### src/rtl/lfsr4_pkg.sv
`timescale 1ns/1ps
package lfsr4_pkg;

    localparam int STATE_W = 4;
    localparam int COUNT_W = 4;
    localparam int PERIOD  = (1 << STATE_W) - 1;

    typedef logic [STATE_W-1:0] state_t;
    typedef logic [COUNT_W-1:0] count_t;

    localparam state_t SEED     = '1;
    localparam count_t SENTINEL = count_t'(PERIOD);

    typedef enum logic [1:0] {
        MODE_RESET,
        MODE_LOAD,
        MODE_STEP,
        MODE_HOLD
    } mode_e;

    // One feedback step: new top bit from the two lowest bits.
    function automatic state_t lfsr_step(input state_t s);
        return {s[1] ^ s[0], s[STATE_W-1:1]};
    endfunction

    // State reached after n steps from the seed (used at elaboration only).
    function automatic state_t state_at(input int n);
        state_t s;
        s = SEED;
        for (int k = 0; k < n; k++) begin
            s = lfsr_step(s);
        end
        return s;
    endfunction

endpackage

### src/rtl/lfsr4_mode_sel.sv
`timescale 1ns/1ps
module lfsr4_mode_sel
    import lfsr4_pkg::*;
(
    input  logic  rst_i,
    input  logic  load_i,
    input  logic  en_i,
    output mode_e mode_o
);

    always_comb begin
        if (rst_i) begin
            mode_o = MODE_RESET;
        end else if (load_i) begin
            mode_o = MODE_LOAD;
        end else if (en_i) begin
            mode_o = MODE_STEP;
        end else begin
            mode_o = MODE_HOLD;
        end
    end

endmodule

### src/rtl/lfsr4_core.sv
`timescale 1ns/1ps
module lfsr4_core
    import lfsr4_pkg::*;
(
    input  logic   clk,
    input  mode_e  mode_i,
    input  state_t load_value_i,
    output state_t state_o
);

    state_t q;
    state_t q_next;

    // Next-value selection by mode.
    always_comb begin
        unique case (mode_i)
            MODE_RESET: q_next = SEED;
            MODE_LOAD:  q_next = load_value_i;
            MODE_STEP:  q_next = lfsr_step(q);
            MODE_HOLD:  q_next = q;
            default:    q_next = q;
        endcase
    end

    // State register.
    always_ff @(posedge clk) begin
        q <= q_next;
    end

    assign state_o = q;

endmodule

### src/rtl/lfsr4_decoder.sv
`timescale 1ns/1ps
module lfsr4_decoder
    import lfsr4_pkg::*;
(
    input  state_t state_i,
    output count_t count_o,
    output logic   invalid_o
);

    logic [PERIOD-1:0] hit;

    // One comparator per sequence position; reference states fixed at elaboration.
    generate
        for (genvar i = 0; i < PERIOD; i++) begin : g_match
            localparam state_t REF_STATE = state_at(i);
            assign hit[i] = (state_i == REF_STATE);
        end
    endgenerate

    // Encode the matching position; no match means the all-zero lockup state.
    always_comb begin
        count_o = '0;
        for (int i = 0; i < PERIOD; i++) begin
            if (hit[i]) begin
                count_o = count_o | count_t'(i);
            end
        end
        invalid_o = ~|hit;
        if (invalid_o) begin
            count_o = SENTINEL;
        end
    end

endmodule

### src/rtl/lfsr4_step_counter.sv
`timescale 1ns/1ps
module lfsr4_step_counter
    import lfsr4_pkg::*;
(
    input  logic       clk,
    input  logic       rst,
    input  logic       en,
    input  logic       load,
    input  logic [3:0] load_value,
    output logic [3:0] state,
    output logic [3:0] count,
    output logic       invalid
);

    mode_e mode;

    lfsr4_mode_sel i_mode_sel (
        .rst_i  (rst),
        .load_i (load),
        .en_i   (en),
        .mode_o (mode)
    );

    lfsr4_core i_core (
        .clk          (clk),
        .mode_i       (mode),
        .load_value_i (load_value),
        .state_o      (state)
    );

    lfsr4_decoder i_decoder (
        .state_i   (state),
        .count_o   (count),
        .invalid_o (invalid)
    );

    // reset yields the seed.
    a_r1_reset_seed: assert property (@(posedge clk)
        rst |=> (state == 4'b1111));

    // reset overrides load and enable.
    a_r8_reset_priority: assert property (@(posedge clk)
        (rst && load) |=> (state == 4'b1111));

    // feedback step rule.
    a_r2_step_rule: assert property (@(posedge clk) disable iff (rst)
        (en && !load) |=> (state == {$past(state[1]) ^ $past(state[0]), $past(state[3:1])}));

    // enabled step advances the count modulo 15.
    a_r3_count_advance: assert property (@(posedge clk) disable iff (rst)
        (en && !load && !invalid) |=>
            (count == (($past(count) == 4'd14) ? 4'd0 : $past(count) + 4'd1)));

    // invalid flag tracks the all-zero state and forces the sentinel.
    a_r4_zero_flag: assert property (@(posedge clk) disable iff (rst)
        invalid |-> (state == 4'b0000 && count == 4'hF));
    a_r4_valid_range: assert property (@(posedge clk) disable iff (rst)
        !invalid |-> (state != 4'b0000 && count != 4'hF));

    // load writes the given value.
    a_r5_load_value: assert property (@(posedge clk) disable iff (rst)
        load |=> (state == $past(load_value)));

    // no enable, no load: hold.
    a_r6_hold: assert property (@(posedge clk) disable iff (rst)
        (!en && !load) |=> $stable(state));

    // lockup persists without load.
    a_r7_stuck: assert property (@(posedge clk) disable iff (rst)
        (invalid && !load) |=> invalid);

endmodule

### config.mk
export PLATFORM = sky130hd
export DESIGN_NAME = lfsr4_step_counter
export DESIGN_NICKNAME = d
export VERILOG_FILES = /design/src/rtl/lfsr4_pkg.sv /design/src/rtl/lfsr4_mode_sel.sv /design/src/rtl/lfsr4_core.sv /design/src/rtl/lfsr4_decoder.sv /design/src/rtl/lfsr4_step_counter.sv
export SDC_FILE = /design/constraint.sdc
export NUM_CORES = 1
export LEC_CHECK = 0
export BUFFER_PORTS_ARGS = -buffer_cell sky130_fd_sc_hd__buf_2
export CAP_MARGIN = 40
export CORE_AREA = 10 10 47 49
export CTS_CLUSTER_DIAMETER = 120
export DETAILED_ROUTE_END_ITERATION = 6
export DIE_AREA = 0 0 57 59
export SLEW_MARGIN = 20
export SYNTH_ARGS = -nofsm -noshare
export SYNTH_HDL_FRONTEND = slang
export SYNTH_HIERARCHICAL = 1
export SYNTH_SLANG_ARGS = --single-unit
### constraint.sdc
create_clock -name clk -period 1.3 [get_ports clk]
set_input_delay 0 -clock clk [delete_from_list [all_inputs] [get_ports clk]]
set_output_delay 0 -clock clk [all_outputs]
set_load 0.01 [all_outputs]
# Word level (Yosys, flattened, before mapping)
# Index checks and enable logic that the tools add are counted.
# W data, S select, Z words.
[word_totals]
elab_cells = 42
ff_bits = 4
inputBits = 8
[classes]
n_bitwise = 1
reduce_logical = 3
n_mux = 19
n_eq_ne = 18
[ops]
columns = ["cell", "count"]
rows = [
  ["$eq A4 B4 Y1 const B", 8],
  ["$mux W4", 8],
  ["$eq A4 B3 Y1 const B", 4],
  ["$reduce_or A15 Y1", 1],
  ["$mux W3", 4],
  ["$pmux W4 S3", 1],
  ["$eq A4 B2 Y1 const B", 2],
  ["$mux W2", 4],
  ["$eq A2 B2 Y1 const B", 2],
  ["$eq A4 B1 Y1 const B", 1],
  ["$eq A2 B1 Y1 const B", 1],
  ["$logic_not A2 Y1", 1],
  ["$mux W1", 2],
  ["$logic_not A1 Y1", 1],
  ["$xor A1 B1 Y1", 1],
]

# Logic depth before layout (Yosys ltp)
# Gate-level depths: netlist (run 1).
[logic_depth]
depth_word = 16
mapped_depth = 5
mapped_depth_nobuf = 5

# By module
# The synthesis (run 1) kept the hierarchy.
[by_module_without_submodules]
columns = ["module", "area_per_inst_um2", "instances", "cells_per_inst"]
rows = [
  ["lfsr4_core", 230.2, 1, 16],
  ["lfsr4_decoder", 135.1, 1, 19],
  ["lfsr4_mode_sel", 16.3, 1, 3],
]

# Worst setup path after synthesis (run 1)
# Ideal clock, no wire load.
[synth_timing]
path_kind = "reg-to-output"
startpoint = "register i_core.q[3] (netlist: i_core/state_o[3])"
endpoint = "output count[3]"
setup_slack_ns = 0.095
t_arrival_ns = 1.205
path_stages_with_launch = 4
path_cell_list = "edfxtp_1 buf_6 or3_1 a32oi_1"
[synth_via]
elab_chain_cells = 9
elab_cells_between_ends = 24
cone_classes = "15 x eq/ne; 8 x mux; 1 x reduce/logical"
[synth_lines]
columns = ["element", "line", "source"]
rows = [
  ["start: declaration", "lfsr4_core.sv:11", "state_t q;"],
  ["start signal: assignment", "lfsr4_core.sv:27", "q <= q_next;"],
  ["$eq A4 B4 Y1", "lfsr4_decoder.sv:16", "assign hit[i] = (state_i == REF_STATE);"],
  ["$mux W4 (7 in series)", "lfsr4_decoder.sv:24", "if (hit[i]) begin"],
  ["$mux W4 *", "lfsr4_decoder.sv:29", "if (invalid_o) begin"],
  ["end: declaration", "lfsr4_step_counter.sv:11", "output logic [3:0] count,"],
]
# Every way passes the cells marked *; elsewhere a longest branch is shown, timed or not.

# Final worst setup path (run 1)
[layout_timing]
startpoint = "register i_core.q[0] (netlist: i_core/state_o[0])"
endpoint = "output count[3]"
# The elaborated chain is that of the path after synthesis.

==> results of run 1 <==
==> Yosys cell counts <==
| library cell | instances | area, um^2 |
|---|---|---|
| or3b_1 | 1 | 8.76 |
| a21oi_2 | 1 | 8.76 |
| buf_2 | 2 | 10.0 |
| or3_1 | 1 | 6.26 |
| a21oi_1 | 2 | 10.0 |
| xor2_1 | 2 | 17.5 |
| nor4_1 | 1 | 6.26 |
| ha_1 | 4 | 50.1 |
| nor2_1 | 1 | 3.75 |
| inv_1 | 4 | 15.0 |
| nand2b_1 | 2 | 12.5 |
| a221o_1 | 4 | 40.0 |
| o21a_1 | 1 | 7.51 |
| edfxtp_1 | 4 | 120 |
| buf_6 | 1 | 11.3 |
| a32oi_1 | 1 | 8.76 |
| o211ai_1 | 1 | 7.51 |
| nor2b_1 | 2 | 12.5 |
| nand4b_1 | 1 | 8.76 |
| o21bai_1 | 1 | 7.51 |
| o2bb2ai_1 | 1 | 8.76 |
==> final cells by class <==
| type | count | area [um^2] | area share, % |
|---|---|---|---|
| tap | 16 | 20.0 | 3.20 |
| sequential | 4 | 120 | 19.2 |
| inverter | 4 | 15.0 | 2.40 |
| timing repair buffer | 29 | 196 | 31.4 |
| multi-input combinational | 27 | 251 | 40.2 |
| clock buffer | 3 | 22.5 | 3.60 |
==> timing repair <==
action / 4_1_cts / 5_1_grt
pin swaps: 1 / 0
resized for setup: 1 / 8
endpoints found under the setup margin: 4 / 6
buffers inserted: 6 / 1
hold buffers: 0 / 0
==> worst max-delay path: cells and delay by family (launching register included) <==
| family | cells | cell delay [ns] |
|---|---|---|
| compound gates | 1 | 0.14 |
| flops | 1 | 0.40 |
| simple gates | 1 | 0.30 |
| buf+inv | 2 | 0.30 |
==> how the worst max path moves through the flow <==
stage	startpoint	to	slack (ns)	depth (start not counted)
after floorplan	i_core/state_o[3]	count[3]	0.1	3
after global placement	load	i_core/state_o[0]	0.07	6
after detailed placement	load	i_core/state_o[0]	0.02	6
after CTS	i_core/state_o[0]	count[3]	-0.09	4
after global routing	i_core/state_o[1]	count[3]	-0.16	4
final	i_core/state_o[0]	count[3]	-0.07	4
==> per-layer routing <==
layer	vias to the layer above	wire length [um]	GRT usage, %
li1	201	-	-
met1	185	426	6.39
met2	18	481	9.92
met3	0	123	3.86
met4	0	0	3.02
met5	-	0	0
==> power by group <==
part,internal (mW),total (mW),leakage [nW],switching (mW)
Combinational,0.180,0.331,0.235,0.151
Clock,0.103,0.150,0.0138,0.0468
Sequential,0.165,0.183,0.0390,0.0174
Total,0.448,0.663,0.288,0.215
==> metrics by stage <==
| stage | utilization [%] | hold slack, ns | cells | instance area (um^2) | setup TNS [ns] |
|---|---|---|---|---|---|
| after detailed placement | 36.1 | 0.304 | 73 | 505 | 0 |
| final | 44.6 | 0.0649 | 83 | 626 | -0.132 |
| after CTS | 41.2 | 0.0629 | 82 | 577 | -0.137 |
| after global placement | 36.1 | 0.302 | 73 | 505 | 0 |
| after global routing | 44.6 | 0.0848 | 83 | 626 | -0.557 |
| after floorplan | - | 0.210 | 38 | 382 | 0 |
==> cell families (layout without fill, tap and decap cells) <==
logic type / after synthesis / in the layout / synth area share, %
and+or+nand+nor: 9 / 9 / 15.4
buffers and inverters: 7 / 36 / 9.51
DFF: 4 / 4 / 31.5
xor gates and xnor gates: 2 / 2 / 4.59
AOI/OAI and AO/OA: 12 / 12 / 25.9
adders and majority gates: 4 / 4 / 13.1
==> flow_metrics.env, run 1 <==
export IMPL_path_class="reg2out"
export IMPL_largest_reg_flops=4
export IMPL_crit_fanout=6
export IMPL_p_per_area_nw_per_um2=1060
export IMPL_rows=14
export IMPL_cap_viol_max_count=0
export IMPL_cts_htree_levels=1
export IMPL_period_needed_ns=1.37
export IMPL_required_ns=1.30
export IMPL_final_common_cell="buf_2"
export IMPL_start_util_pct=27.2
export IMPL_violations="setup timing"
export IMPL_r2r_start="i_core/state_o[1]"
export IMPL_leakagePower_nw=0.288
export IMPL_synthesis_instances=38
export IMPL_final_hold_violation_count=0
export IMPL_wl_um=1030
export IMPL_dieHeight_um=59
export IMPL_dr_pass1_iters=4
export IMPL_clk_insertion_delay_late_ns=0.23
export IMPL_num_io_pins=17
export IMPL_diodes=0
export IMPL_worst_hold_path_type="in2reg"
export IMPL_grt_pass1_vias=418
export IMPL_hold_path_end="i_core/state_o[1]"
export IMPL_worstPathCellList="buf_6, or3_1, a32oi_1, buf_2"
export IMPL_synth_nets=50
export IMPL_worst_path_max_delay_cell="edfxtp_1"
export IMPL_synth_cell_type_count=21
export IMPL_reg2reg_slack_ns=0.01
export IMPL_drt_iter0_markers=10
export IMPL_finalPower_mw=0.663
export IMPL_die_area_um2=3360
export IMPL_core_area_um2=1400
export IMPL_overflow=0
export IMPL_gp_congestion=0.698
export IMPL_dpl_hpwl_um=783
export IMPL_final_cell_mix="buf_2, buf_4, buf_6"
export IMPL_numCtsBuffers=3
export IMPL_cp_arrival_ns=1.37
export IMPL_wire_per_inst_um=12.4
export IMPL_synth_warnings=6
export IMPL_reg2reg_depth=3
export IMPL_nFillCells=142
export IMPL_end_kind="output pin"
export IMPL_cts_tree="built"
export IMPL_synth_seq_cells=4
export IMPL_max_slew_worst_pin_slew_ns=0.269
export IMPL_max_freq_mhz=729
export IMPL_setup_worst_path_start_class="flop"
export IMPL_drive_gt1_share_pct=53.7
export IMPL_vias=404
export IMPL_pre_cts_ws_ns=0.0181
export IMPL_syn_mean_instance_area_um2=10.0
export IMPL_drc=0
export IMPL_path_clk_slew_ns=0.04
export IMPL_final_period_utilization_pct=106
export IMPL_r2r_end="i_core/state_o[3]"
export IMPL_grt_max_degree=10
export IMPL_finalSetupViolations=4
export IMPL_critPathMaxStageDelay_ns=0.40
export IMPL_area_growth_pct=63.9
export IMPL_synth_area_um2=382
export IMPL_ant_nets=0
export IMPL_outcome="complete, but fails checks"
export IMPL_setup_ws_ns=-0.0724
export IMPL_drv_slew=0
export IMPL_min_delay_start="load_value[1]"
export IMPL_cts_sinks=4
export IMPL_clk_path_buf_depth=2
export IMPL_vdd_drop_max_v=0.000488
export IMPL_clockRootBuffer="clkbuf_4"
export IMPL_grtUsageTotal_pct=6.26
export IMPL_slew_limit_headroom_pct=82.0
export IMPL_die_w_um=57
export IMPL_antenna_found_initial=0
export IMPL_vias_per_cell=4.87
export IMPL_grt_pass1_wl_um=1670
export IMPL_nets=81
export IMPL_min_path_cells=2
export IMPL_finClkSkew_ns=0.00165
export IMPL_rsz0062_at_grt="true"
export IMPL_ys_seq_area_share_pct=31.5
export IMPL_port_buffers=16
No activity file was read; power rests on OpenSTA's default activity.
==> run 2, diff against run 1 <==
CAP_MARGIN = 20   (was 40)
PLACE_DENSITY_LB_ADDON = 0.08   (was unset)
==> flow_metrics.env, run 2 (synthesized netlist as in run 1, its figures left out) <==
export IMPL_use_met3_pct=3.00
export IMPL_end_kind="output pin"
export IMPL_vias=382
export IMPL_crit_buf_inv=1
export IMPL_wire_per_inst_um=13.0
export IMPL_cp_arrival_ns=1.37
export IMPL_max_freq_mhz=730
export IMPL_final_cell_mix="buf_2, buf_4"
export IMPL_worst_hold_path_type="in2reg"
export IMPL_grt_pass1_vias=412
export IMPL_clk_path_buf_depth=2
export IMPL_cts_tree="built"
export IMPL_max_slew_worst_pin_slew_ns=0.255
export IMPL_holdWs_ns=0.0711
export IMPL_dr_pass1_iters=3
export IMPL_finClkSkew_ns=0.00320
export IMPL_num_io_pins=17
export IMPL_crit_family="flip-flops"
export IMPL_path_clk_slew_ns=0.04
export IMPL_violations="setup timing"
export IMPL_required_ns=1.30
export IMPL_antenna_found_initial=0
export IMPL_clockRootBuffer="clkbuf_4"
export IMPL_wl_um=1020
export IMPL_cts_sinks=4
export IMPL_drc=0
export IMPL_met1_usage_pct=5.64
export IMPL_ctsHoldBuffers=0
export IMPL_numCtsBuffers=3
export IMPL_grtUsageTotal_pct=6.07
export IMPL_worstPathCellList="or3_1, a32oi_1, buf_2"
export IMPL_vias_per_cell=4.90
export IMPL_rows=14
export IMPL_area_growth_pct=44.9
export IMPL_start_util_pct=27.2
export IMPL_drv_slew=0
export IMPL_finalSetupViolations=4
export IMPL_clk_insertion_delay_late_ns=0.23
export IMPL_final_common_cell="buf_2"
export IMPL_finalPower_mw=0.608
export IMPL_leakagePower_nw=0.249
export IMPL_crit_fanout=6
export IMPL_nets=76
export IMPL_drt_iter0_markers=2
export IMPL_slew_limit_headroom_pct=82.9
export IMPL_port_buffers=16
export IMPL_dieHeight_um=59
export IMPL_path_class="reg2out"
export IMPL_die_w_um=57
export IMPL_vdd_drop_max_v=0.000445
export IMPL_grt_pass1_wl_um=1680
export IMPL_cts_htree_levels=1
export IMPL_final_period_utilization_pct=105
export IMPL_top_usage_layer="met2"
export IMPL_setup_worst_path_start_class="flop"
export IMPL_rsz0062_at_grt="true"
export IMPL_grtUsageMet2_pct=11.3
export IMPL_gp_congestion=0.697
export IMPL_ant_nets=0
export IMPL_p_per_area_nw_per_um2=1100
export IMPL_core_area_um2=1400
export IMPL_worst_path_max_delay_cell="edfxtp_1"
export IMPL_grt_max_degree=10
export IMPL_critPathMaxStageDelay_ns=0.45
export IMPL_dpl_hpwl_um=792
export IMPL_drive_gt1_share_pct=46.8
export IMPL_outcome="complete, but fails checks"
export IMPL_largest_reg_flops=4
export IMPL_die_area_um2=3360
export IMPL_final_hold_violation_count=0
export IMPL_period_needed_ns=1.37
export IMPL_overflow=0
export IMPL_setup_ws_ns=-0.0693
export IMPL_cap_viol_max_count=0
export IMPL_diodes=0
-- run 2: what timing repair did --
| item | in CTS | in global routing |
|---|---|---|
| pin swaps | 0 | 1 |
| buffers inserted | 3 | 1 |
| resized for setup | 1 | 1 |
| endpoints found under the setup margin | 5 | 6 |
-- run 2: power breakdown --
group / internal (mW) / total (mW) / switching, mW
combinational: 0.139 / 0.272 / 0.133
clock: 0.103 / 0.151 / 0.0484
sequential: 0.165 / 0.184 / 0.0188
total: 0.407 / 0.608 / 0.200
-- run 2: area by class of cell --
cell class / count / area, um^2
sequential: 4 / 120
fill: 145 / 848
tap: 16 / 20.0
inverter: 4 / 15.0
multi-input combinational: 27 / 231
timing repair buffer: 24 / 144
clock buffer: 3 / 22.5
-- run 2: worst paths after layout --
path | start | endpoint | slack, ns | cells after the start
hold / removal | load_value[1] | i_core/state_o[1] | 0.07 | 2
setup reg to reg | i_core/state_o[1] | i_core/state_o[3] | -0.04 | 3
hold reg to reg | i_core/state_o[2] | i_core/state_o[1] | 0.60 | 1
setup / recovery | i_core/state_o[1] | count[3] | -0.07 | 3
-- run 2: per-stage QoR --
step	utilization, %	TNS [ns]	setup slack [ns]	instances	cell area, um^2
after floorplan	-	0	0.0951	38	382
after global placement	35.0	0	0.0729	71	490
after detailed placement	35.0	0	0.0387	71	490
after CTS	38.5	-0.0872	-0.0439	77	539
after global routing	39.5	-0.502	-0.145	78	553
final	39.5	-0.134	-0.0693	78	553
-- run 2: per-layer routing --
| metal | vias up | part of all wire [%] |
|---|---|---|
| met1 | 180 | 41 |
| met4 | 0 | 0 |
| met3 | 0 | 6.7 |
| met2 | 10 | 53 |
| met5 | - | 0 |
| li1 | 192 | - |
